### config.mk
export PLATFORM = sky130hd
export DESIGN_NAME = rst_pulse_gen
export DESIGN_NICKNAME = d
export VERILOG_FILES = /design/src/rtl/rst_pulse_gen.sv
export SDC_FILE = /design/constraint.sdc
export NUM_CORES = 1
export LEC_CHECK = 0
export ABC_AREA = 1
export ABC_CLOCK_PERIOD_IN_PS = 1300
export BUFFER_PORTS_ARGS = -buffer_cell sky130_fd_sc_hd__buf_2
export CORE_AREA = 3 3 55 57
export CTS_BUF_LIST = sky130_fd_sc_hd__clkbuf_4
export CTS_CLUSTER_DIAMETER = 150
export DETAILED_ROUTE_END_ITERATION = 7
export DIE_AREA = 0 0 58 60
export GPL_TIMING_DRIVEN = 0
export HOLD_SLACK_MARGIN = 0.1
export PLACE_DENSITY = 0.52
export SYNTH_ARGS = -nofsm -noshare
export SYNTH_HDL_FRONTEND = slang
export SYNTH_SLANG_ARGS = --single-unit
export TNS_END_PERCENT = 100
### constraint.sdc
create_clock -name clk -period 1.3 [get_ports clk]
set_input_delay 0.065 -clock clk [delete_from_list [all_inputs] [get_ports clk]]
set_output_delay 0.065 -clock clk [all_outputs]
set_load 0.01 [all_outputs]
### src/rtl/rst_pulse_gen.sv
module rst_pulse_gen #(
  parameter int HOLD_TICKS = 610
) (
  input  logic clk,
  input  logic por_n,
  input  logic tick_ms,
  input  logic supply_fail,
  input  logic button_req,
  input  logic wdog_expire,
  output logic rst_hi,
  output logic rst_lo,
  output logic rst_lo_oe_n,
  output logic released
);
  localparam int CW = $clog2(HOLD_TICKS + 1);

  logic [CW-1:0] cnt;
  logic          active;
  logic          reload, last_tick;

  assign reload    = supply_fail | button_req | wdog_expire;
  assign last_tick = active & tick_ms & (cnt == CW'(1));

  always_ff @(posedge clk or negedge por_n) begin
    if (!por_n) begin
      active   <= 1'b1;
      cnt      <= CW'(HOLD_TICKS);
      released <= 1'b0;
    end else begin
      released <= 1'b0;
      if (reload) begin
        active <= 1'b1;
        cnt    <= CW'(HOLD_TICKS);
      end else if (last_tick) begin
        active   <= 1'b0;
        cnt      <= '0;
        released <= 1'b1;
      end else if (active && tick_ms) begin
        cnt <= cnt - CW'(1);
      end
    end
  end

  assign rst_hi      = active;
  assign rst_lo      = ~active;
  assign rst_lo_oe_n = ~active;
endmodule

After elaboration in Yosys (flattened, before gate mapping):

Index checks and enable logic that the tools add are counted.

* bits in registers: 12
* input bits: 6

* equal/unequal tests: 1
* multiplexer cells: 7
* bitwise operators: 5
* reduce and logical (&&, ||, !) cells: 3
* add/subtract/negate cells: 1

Operators with widths (count)
* 10-bit two-way mux: 3
* 10-bit by 1-bit equality test with 1-bit output, second input constant: 1
* 10-bit by 1-bit subtractor with 10-bit output, second input constant: 1
* 1-bit two-way mux: 4
* 3-bit nonzero test: 1
* 1-bit AND: 2
* 1-bit bitwise OR: 2
* 2-bit nonzero test: 1
* 1-bit logical AND: 1
* 1-bit inverter: 1

Longest topological paths before layout:

Gate-level depths: netlist (run 1).

* word-level depth: 4
* gate-level depth with buffers: 8
* depth with buffers taken out: 8

Worst setup path after synthesis (run 1):

Ideal clock, no wire load.

* kind: register -> register
* start point: reg cnt[1]
* end point: reg cnt[0]
* slack: 79 ps
* stages on the path, launching flop included: 8
* data required time: 1223 ps
* arrival time: 1144 ps
* cells stage by stage: dfstp_2 -> inv_1 -> ha_1 -> nand2_1 -> nor2_4 -> nand3_4 -> nand2_4 -> a21oi_1

* cells in the longest elaborated chain, start to end: 4

RTL lines
* start: declaration: line 17 `logic [CW-1:0] cnt;`
* start signal: assignment: line 27 `cnt <= CW'(HOLD_TICKS);`
* start signal: assignment: line 33 `cnt <= CW'(HOLD_TICKS);`
* start signal: assignment: line 39 `cnt <= cnt - CW'(1);`
* 10-bit by 1-bit equality test with 1-bit output (*): line 22 `assign last_tick = active & tick_ms & (cnt == CW'(1));`
* 1-bit AND (*): line 22
* 10-bit two-way mux: line 34 `end else if (last_tick) begin`
* 10-bit two-way mux: line 31 `if (reload) begin`

Mark *: on every way between the ends. The rest lies on a longest branch, timed or not.
A chain may end at the register's enable or synchronous reset.

Final worst setup path (run 1):

* start point: reg cnt[1]
* end point: reg cnt[6]

* cells in the longest elaborated chain, start to end: 4

RTL lines (line)
* 10-bit by 1-bit subtractor with 10-bit output / 10-bit by 1-bit equality test with 1-bit output (equally long branches): 39, 22
* 10-bit two-way mux / 1-bit AND (equally long branches): 38, 22
* 10-bit two-way mux: 34
* 10-bit two-way mux: 31

Several ways; a longest one is shown, not always the timed one. The select of a mux whose other input is x is not followed.

==> results of run 1 <==
==> layout make-up <==
| type | instances | area [µm²] | area share |
|---|---|---|---|
| inverters | 12 | 55.1 | 0.0550 |
| well taps | 30 | 37.5 | 0.0375 |
| multi-input cells | 73 | 459 | 0.459 |
| plain buffers | 1 | 7.51 | 0.00750 |
| clock inverters | 1 | 3.75 | 0.00375 |
| repair buffers | 16 | 108 | 0.107 |
| clock buffers | 3 | 22.5 | 0.0225 |
| flip-flops and latches | 12 | 308 | 0.307 |
==> where the power goes <==
part / switching (mW) / internal (mW) / total, mW
Combinational: 0.0598 / 0.0394 / 0.0993
Clock: 0.135 / 0.112 / 0.247
Sequential: 0.00698 / 0.382 / 0.389
==> path summary, 6_finish.rpt <==
| path | slack, ns | to | start |
|---|---|---|---|
| max in group asynchronous | 0.84 | cnt[6] | por_n |
| worst min register to register | 0.51 | rst_hi | rst_hi |
| worst max-delay path | 0.02 | cnt[6] | cnt[1] |
| min in group asynchronous | 0.18 | cnt[2] | por_n |
| worst min-delay path | 0.16 | cnt[0] | tick_ms |
| worst max register to register | 0.02 | cnt[6] | cnt[1] |
==> logic make-up after synthesis <==
group	Yosys count	synth area share
and+or+nand+nor	56	0.389
adders and majority gates	2	0.0323
xor gates and xnor gates	2	0.0226
buffers and inverters	13	0.0711
DFF	12	0.396
AOI/OAI and AO/OA	13	0.0888
==> routing by layer <==
layer	part of all wire	GRT usage	up-vias
li1	-	-	356
met1	0.49	0.138	301
met2	0.45	0.174	15
met3	0.056	0.0475	0
met4	0	0.0199	0
met5	0	0	-
==> metrics by stage <==
step                      setup TNS, ns  power, mW
after floorplan                       0      0.439
after global placement          -0.0940      0.472
final                                 0      0.735
after CTS                             0      0.728
after detailed placement         -0.256      0.472
after global routing             -0.212      0.770
==> worst max-delay path, stage by stage, from the launching register on <==
cell     delay [ns]
dfstp_2        0.57
inv_4          0.05
ha_4           0.16
nand2_2        0.08
nor2_4         0.05
nand3_4        0.09
nand2_2        0.09
o21ai_1        0.12
==> flip-flops by register name (all words and copies together), names as in the netlist <==
signal / count
rst_hi: 1
released: 1
cnt: 10
==> layout by cell type, fill, tap and decap left out, drive strengths merged, types with 3 or more instances in the layout <==
| cell type | count |
|---|---|
| nand2 | 25 |
| o21ai | 6 |
| a21oi | 7 |
| dlygate4sd3 | 4 |
| nor3 | 3 |
| clkbuf | 3 |
| dfrtp | 7 |
| dfstp | 5 |
| buf | 13 |
| inv | 11 |
| nor2 | 17 |
| nand3 | 9 |
==> what timing repair did <==
action                                  in CTS  in global routing
endpoints found under the hold margin       15                  0
gates resized for setup                      3                 14
endpoints found under the setup margin      11                 12
buffers inserted                             0                  3
pin swaps                                    0                  3
hold buffers                                 4                  0
==> reports/metrics.csv, run 1 <==
stage,metric,value,unit
layout,antenna_cells,0,
logic_synthesis,synth_nets,106,
routing,ant_nets,0,
run,maxCapViolations,0,
floorplanning,core,2520,µm²
grt,overflow,0,
power_and_ir_drop,power_density,734,nW/µm²
sta,final_max_slew_viol_count,0,
routing,vias,672,
clock_network,numCtsBuffers,3,
critical_path,r2r_cells,7,
clock_network,clock_latency,0.28,ns
floorplanning,row_count,18,
logic_synthesis,ys_top_cells_by_area,"dfrtp_1 (23%), dfstp_2 (17%), nand2_1 (9.7%)",
layout,area.growth.synth_to_final,29.2,%
min_path,hp-class,input pin to flop,
min_path,hold_depth,4,
floorplanning,die-height,60,µm
place,gp_congestion,0.816,
routing,vias_per_cell,4.54,
logic_synthesis,yosys_most_used_dff,dfrtp_1,
layout,nFillCells,265,
floorplanning,dieArea,3480,µm²
sta,final.setup.worst_slack,0.0239,ns
floorplanning,start_util,0.307,
place,place_ws,-0.0637,ns
sta,rsz0062_at_grt,true,
logic_synthesis,yosysSeqAreaShare,0.396,
sta,hold_viol,0,
routing,drtPass1Iterations,4,
layout,design_area,1000,µm²
logic_synthesis,synth_cells,98,
clock_network,htree_levels,1,
layout,fin_util,0.397,
layout,nets,127,
layout,fin_cells,148,
sta,fmax,784,MHz
logic_synthesis,synth.distinct_cells,25,
sta,finalCritPeriodShare,0.982,
grt,grt_pass1_vias,646,
clock_network,cts.sinks,12,
clock_network,cts_buffer_depth,2,
logic_synthesis,ys_ff_latch,12,
sta,fin_skew,0.00859,ns
sta,slew-limit-headroom,0.812,
routing,drt_iter0_markers,25,
critical_path,arrival,1.49,ns
power_and_ir_drop,irDropWorstVdd,0.415,mV
routing,drc,0,
sta,whs,0.164,ns
critical_path,cp-start-kind,flop,
place,place.port_buffers,9,
grt,antenna_found_initial,0,
logic_synthesis,synthArstFlopShare,1.00,
clock_network,tritoncts,built,
sta,layout_min_cycle_time,1.28,ns
place,placed_area,857,µm²
grt,grt_pass1_wl,2.90,mm
logic_synthesis,ys_top_cells_by_count,"nand2_1 (20), nor2_1 (11), inv_1 (10)",
power_and_ir_drop,leakagePower,0.447,nW
logic_synthesis,yosysWarnings,0,
sta,tightest_slew,0.282,ns
clock_network,cts.clk_slew.worst_paths,0.08,ns
logic_synthesis,synth.most_common_cell,nand2_1,
critical_path,critPathMaxFanout,4,
sta,finalSetupViolCount,0,
place,dp_hpwl,1.20,mm
clock_network,clockRootBuffer,clkbuf_4,
logic_synthesis,syn_area,774,µm²
grt,grt_max_degree,13,
floorplanning,ios,10,
place,placed_cells,137,
logic_synthesis,synth_top_area_cell,dfrtp_1,
routing,avgRoutedWirePerCell,11.3,µm
logic_synthesis,synth_top_area_frac,0.226,
status,status,"complete, no violations",
logic_synthesis,syn_avg_cell_area,7.90,µm²
layout,drive_above_1_share,0.415,
critical_path,worst_setup_path_end_kind,flop,
routing,drt_wl_total,1.67,mm
logic_synthesis,synth_edf_count,0,
grt,grt.total_usage,0.109,
critical_path,required,1.51,ns
floorplanning,die_x,58,µm
critical_path,crit_type,flop to flop,
Power figures use the tool's default switching activity.
==> run 2, diff against run 1 <==
CORE_AREA = 3 3 45 47   (was 3 3 55 57)
DIE_AREA = 0 0 48 50   (was 0 0 58 60)
PLACE_DENSITY = 0.71   (was 0.52)
==> reports/metrics.csv, run 2 (synthesis results as in run 1) <==
stage,metric,value,unit,change
critical_path,r2r_cells,6,,-1
floorplanning,die-height,50,µm,-17%
layout,nFillCells,150,,-43%
layout,layout_commonest_cell,nand2_1,,
power_and_ir_drop,comb_power_share,0.138,,+0.003
floorplanning,die_x,48,µm,-17%
sta,finalCritPeriodShare,0.960,,-0.0221
power_and_ir_drop,power_frac_seq,0.506,,-0.023
grt,antenna_found_initial,0,,unchanged
power_and_ir_drop,power_density,751,nW/µm²,+2.3%
layout,largest_register_ffs,10,,unchanged
clock_network,cts.clk_slew.worst_paths,0.08,ns,about the same
sta,final_max_slew_viol_count,0,,unchanged
grt,grt_pass1_vias,675,,+4.5%
critical_path,worst_setup_path_end_kind,flop,,
clock_network,numCtsBuffers,3,,unchanged
grt,overflow,0,,unchanged
routing,vias_per_cell,5.11,,+13%
clock_network,htree_levels,1,,unchanged
place,dp_hpwl,1.14,mm,-4.4%
place,place.port_buffers,9,,unchanged
clock_network,clockRootBuffer,clkbuf_4,,
power_and_ir_drop,leakagePower,0.477,nW,+6.8%
floorplanning,start_util,0.459,,+0.151
routing,ant_nets,0,,unchanged
power_and_ir_drop,internal-power,0.564,mW,+5.7%
layout,nets,129,,+1.6%
critical_path,required,1.48,ns,-0.03 ns
sta,layout_min_cycle_time,1.25,ns,-0.0287 ns
place,placed_area,841,µm²,-1.9%
status,status,"complete, no violations",,
floorplanning,dieArea,2400,µm²,-31%
layout,area.growth.synth_to_final,32.0,%,
sta,slew-limit-headroom,0.786,,-0.0258
grt,grt_pass1_wl,2.86,mm,-1.2%
power_and_ir_drop,swShare,0.266,,-0.00869
layout,design_area,1020,µm²,+2.1%
layout,drive_above_1_share,0.450,,+0.0347
sta,rsz0062_at_grt,true,,
layout,final_cell_mix,"nand2_1 (18), nor2_1 (10), buf_2 (9)",,
power_and_ir_drop,clkPwrFrac,0.356,,+0.021
sta,fin_skew,0.00674,ns,-0.00185 ns
clock_network,clock_latency,0.28,ns,about the same
layout,antenna_cells,0,,unchanged
routing,vias,700,,+4.2%
floorplanning,ios,10,,unchanged
routing,drt_wl_total,1.73,mm,+3.7%
critical_path,r2r-end,cnt[8],,
sta,hold_viol,0,,unchanged
critical_path,critPathMaxFanout,5,,+1
clock_network,tritoncts,built,,
sta,tightest_slew,0.319,ns,+0.0377 ns
layout,largest_register,cnt,,
clock_network,cts_buffer_depth,2,,unchanged
critical_path,arrival,1.42,ns,-0.07 ns
critical_path,rrSetupSlack,0.05,ns,+0.03 ns
floorplanning,row_count,15,,-3
place,gp_congestion,0.853,,+4.6%
min_path,hp-class,input pin to asynchronous set/reset pin,,
critical_path,reg2reg_from,cnt[2],,
critical_path,crit_type,flop to flop,,
power_and_ir_drop,irDropWorstVdd,0.608,mV,+47%
floorplanning,core,1690,µm²,-33%
clock_network,cts.sinks,12,,unchanged
grt,grt.total_usage,0.164,,+0.0556
routing,drtPass1Iterations,4,,unchanged
critical_path,cp-start-kind,flop,,
routing,avgRoutedWirePerCell,12.6,µm,+12%
power_and_ir_drop,p_switching,0.204,mW,+1.2%
run,maxCapViolations,0,,unchanged
routing,drt_iter0_markers,4,,-84%
routing,drc,0,,unchanged
sta,finalSetupViolCount,0,,unchanged
grt,grt_max_degree,13,,unchanged
sta,tns,0,ns,unchanged
sta,fmax,802,MHz,+2.3%
[run 2: cell count changes in the layout (fill, tap and decap cells not counted), moves of 2 or more]
cell	previous run	this run
buf_4	4	6
nand2_4	2	4
o21ai_1	2	0
o21ai_2	2	4
[run 2: critical path, cell delays in order, from the launching register on]
cell     delay [ns]
dfrtp_1        0.43
nor2_4         0.19
nand2_2        0.09
nor2_4         0.14
nand3_4        0.12
nand2_4        0.12
nor2_2         0.05
[run 2: cell type report]
| cell class | instances | area (µm²) | area share |
|---|---|---|---|
| multi-input combinational | 73 | 480 | 0.470 |
| sequential | 12 | 308 | 0.301 |
| timing repair buffer | 18 | 123 | 0.120 |
| inverter | 12 | 52.6 | 0.0514 |
| clock buffer | 4 | 30.0 | 0.0294 |
| tap | 17 | 21.3 | 0.0208 |
| buffer | 1 | 7.51 | 0.00734 |
[run 2: worst max-delay path by stage]
| stage | end | from |
|---|---|---|
| finish | cnt[8] | cnt[2] |
| global route | cnt[8] | cnt[1] |
| CTS | cnt[8] | cnt[0] |
| detailed placement | cnt[0] | cnt[1] |
| global placement | cnt[0] | cnt[1] |
| floorplan | cnt[0] | cnt[1] |
[run 2: what timing repair did]
item	4_1_cts	5_1_grt
resized for setup	4	17
pin swaps	0	4
endpoints found under the setup margin	10	11
hold buffers	4	0
buffers inserted	1	4
endpoints found under the hold margin	15	0
[run 2: metal layers]
metal / wire length (µm) / track usage
met5: 0 / 0
met4: 31 / 0.0673
met3: 62 / 0.0328
met2: 799 / 0.240
met1: 839 / 0.229
[run 2: power by group through the flow]
stage,logic [mW],registers (mW),clock network [mW]
final,0.106,0.388,0.273
after global routing,0.117,0.389,0.306
after CTS,0.0901,0.387,0.289
after detailed placement,0.0776,0.394,0
after global placement,0.0766,0.393,0
after floorplan,0.0462,0.393,0
[run 2: metrics by stage]
| step | instances | util | hold WS (ns) | total power [mW] | setup slack, ns |
|---|---|---|---|---|---|
| after floorplan | 98 | - | -0.231 | 0.439 | 0.0787 |
| after global placement | 124 | 0.498 | -0.0390 | 0.470 | -0.0188 |
| after detailed placement | 124 | 0.498 | -0.0367 | 0.471 | -0.0439 |
| after CTS | 133 | 0.550 | 0.186 | 0.766 | 0.00135 |
| after global routing | 137 | 0.605 | 0.176 | 0.812 | -0.0272 |
| final | 137 | 0.605 | 0.180 | 0.768 | 0.0526 |
==> run 3, diff against run 2 <==
CORE_AREA = 2 2 44 46   (was 3 3 45 47)
DIE_AREA = 0 0 46 48   (was 0 0 48 50)
==> reports/metrics.csv, run 3 (synthesis results as in run 1) <==
stage,metric,value,unit,change
status,status,"complete, no violations",,
layout,drive_above_1_share,0.424,,-0.0263
critical_path,r2r-end,cnt[1],,
grt,grt_pass1_wl,2.60,mm,-9.2%
grt,grt_pass1_vias,598,,-11%
place,place.port_buffers,9,,unchanged
place,gp_congestion,0.802,,-6.1%
routing,vias_per_cell,5.04,,-1.4%
grt,antenna_found_initial,0,,unchanged
layout,nets,127,,-1.6%
clock_network,cts.clk_slew.worst_paths,0.08,ns,about the same
power_and_ir_drop,comb_power_share,0.131,,-0.007
sta,finalCritPeriodShare,0.969,,+0.00928
sta,layout_min_cycle_time,1.26,ns,+0.0121 ns
clock_network,clock_latency,0.28,ns,about the same
layout,antenna_cells,0,,unchanged
clock_network,cts.sinks,12,,unchanged
floorplanning,core,1690,µm²,unchanged
power_and_ir_drop,irDropWorstVdd,0.581,mV,-4.5%
min_path,hold_depth,4,,
floorplanning,die-height,48,µm,-4.0%
clock_network,htree_levels,1,,unchanged
critical_path,crit_type,flop to flop,,
floorplanning,dieArea,2210,µm²,-8.0%
clock_network,numCtsBuffers,3,,unchanged
critical_path,required,1.51,ns,+0.03 ns
min_path,min_to,cnt[0],,
layout,largest_register_ffs,10,,unchanged
critical_path,critPathMaxFanout,4,,-1
clock_network,tritoncts,built,,
critical_path,r2r_cells,7,,+1
grt,overflow,0,,unchanged
layout,largest_register,cnt,,
sta,rsz0062_at_grt,true,,
layout,nFillCells,151,,+0.67%
routing,avgRoutedWirePerCell,12.0,µm,-5.4%
layout,area.growth.synth_to_final,26.8,%,
grt,grt_max_degree,13,,unchanged
sta,final_max_slew_viol_count,0,,unchanged
floorplanning,start_util,0.459,,unchanged
critical_path,worst_setup_path_end_kind,flop,,
sta,fin_skew,0.00541,ns,-0.00134 ns
sta,final.setup.worst_slack,0.0406,ns,-0.0121 ns
routing,vias,680,,-2.9%
critical_path,rrSetupSlack,0.04,ns,about the same
sta,tightest_slew,0.325,ns,+0.00610 ns
min_path,hp-class,input pin to flop,,
layout,layout_commonest_cell,nand2_1,,
critical_path,arrival,1.47,ns,+0.05 ns
floorplanning,die_x,46,µm,-4.2%
run,maxCapViolations,0,,unchanged
floorplanning,ios,10,,unchanged
routing,drt_iter0_markers,3,,-1
sta,slew-limit-headroom,0.782,,-0.00408
power_and_ir_drop,power_density,751,nW/µm²,about the same
critical_path,cp-start-kind,flop,,
critical_path,reg2reg_from,cnt[1],,
power_and_ir_drop,power_frac_seq,0.526,,+0.020
floorplanning,row_count,15,,unchanged
power_and_ir_drop,p_switching,0.208,mW,+1.8%
power_and_ir_drop,swShare,0.282,,+0.0158
power_and_ir_drop,leakagePower,0.459,nW,-3.8%
routing,ant_nets,0,,unchanged
clock_network,cts_buffer_depth,2,,unchanged
layout,fin_util,0.581,,-0.0237
sta,finalSetupViolCount,0,,unchanged
power_and_ir_drop,internal-power,0.530,mW,-6.0%
place,place_ws,-0.0533,ns,-0.00941 ns
place,dp_hpwl,1.16,mm,+1.0%
clock_network,clockRootBuffer,clkbuf_4,,
place,placed_cells,124,,unchanged
sta,fmax,794,MHz,-0.96%
routing,drtPass1Iterations,4,,unchanged
sta,whs,0.168,ns,-0.0113 ns
routing,drt_wl_total,1.61,mm,-6.8%
layout,fin_cells,135,,-1.5%
layout,final_cell_mix,"nand2_1 (19), nor2_1 (10), buf_2 (9)",,
grt,grt.total_usage,0.170,,+0.00534
sta,hold_viol,0,,unchanged
power_and_ir_drop,clkPwrFrac,0.343,,-0.013
min_path,hold_path_startpoint,tick_ms,,
routing,drc,0,,unchanged
==> run 3: changes by cell type in the layout (fill, tap and decap cells not counted), sizes merged <==
cell and change:
clkinv +2, clkbuf -1, buf -2, inv -1
==> run 3: cell type report <==
| class | count | area (µm²) | share of cell area |
|---|---|---|---|
| Clock buffer | 3 | 22.5 | 0.0229 |
| Tap cell | 17 | 21.3 | 0.0217 |
| Clock inverter | 1 | 3.75 | 0.00382 |
| Multi-Input combinational cell | 73 | 462 | 0.470 |
| Buffer | 1 | 7.51 | 0.00764 |
| Sequential cell | 12 | 308 | 0.313 |
| Timing Repair Buffer | 16 | 108 | 0.110 |
| Inverter | 12 | 50.0 | 0.0510 |
==> run 3: how the worst max path moves through the flow <==
stage	end	start	slack, ns
3_3_place_gp	cnt[0]	cnt[1]	-0.02
6_report	cnt[1]	cnt[1]	0.04
5_1_grt	cnt[8]	cnt[0]	-0.04
4_1_cts	rst_hi	cnt[1]	0.009
2_1_floorplan	cnt[0]	cnt[1]	0.08
3_5_place_dp	cnt[0]	cnt[1]	-0.05
==> run 3: worst max-delay path, stage by stage (launching register included) <==
cell	delay, ns
dfstp_2	0.56
inv_2	0.06
ha_4	0.17
nand2_4	0.07
nor2_4	0.05
nand3_4	0.08
nand2_2	0.10
o21ai_2	0.12
==> run 3: metrics by stage <==
stage          cell area (µm²)  setup TNS [ns]  power (mW)
3_3_place_gp               841         -0.0189       0.470
2_1_floorplan              774               0       0.439
6_report                   982               0       0.738
3_5_place_dp               841          -0.184       0.471
4_1_cts                    916               0       0.731
5_1_grt                    982          -0.195       0.775
==> run 3: repair_timing <==
| item | 4_1_cts | 5_1_grt |
|---|---|---|
| buffers inserted | 0 | 3 |
| hold endpoints to repair | 15 | 0 |
| resized for setup | 3 | 13 |
| setup endpoints to repair | 11 | 11 |
| pin swaps | 0 | 1 |
| hold buffers | 4 | 0 |
==> run 3: power by group through the flow <==
stage                     sequential (mW)  clock [mW]  combinational (mW)
final                               0.388       0.253              0.0965
after floorplan                     0.393           0              0.0462
after global routing                0.389       0.278               0.107
after detailed placement            0.393           0              0.0778
after CTS                           0.387       0.255              0.0884
after global placement              0.393           0              0.0766
==> run 3: routing by layer <==
metal | up-vias | GRT usage | part of all wire
met2 | 12 | 0.283 | 0.49
met4 | 0 | 0.0686 | 0.012
li1 | 356 | - | -
met3 | 2 | 0.0453 | 0.035
met1 | 310 | 0.208 | 0.46
met5 | - | 0 | 0
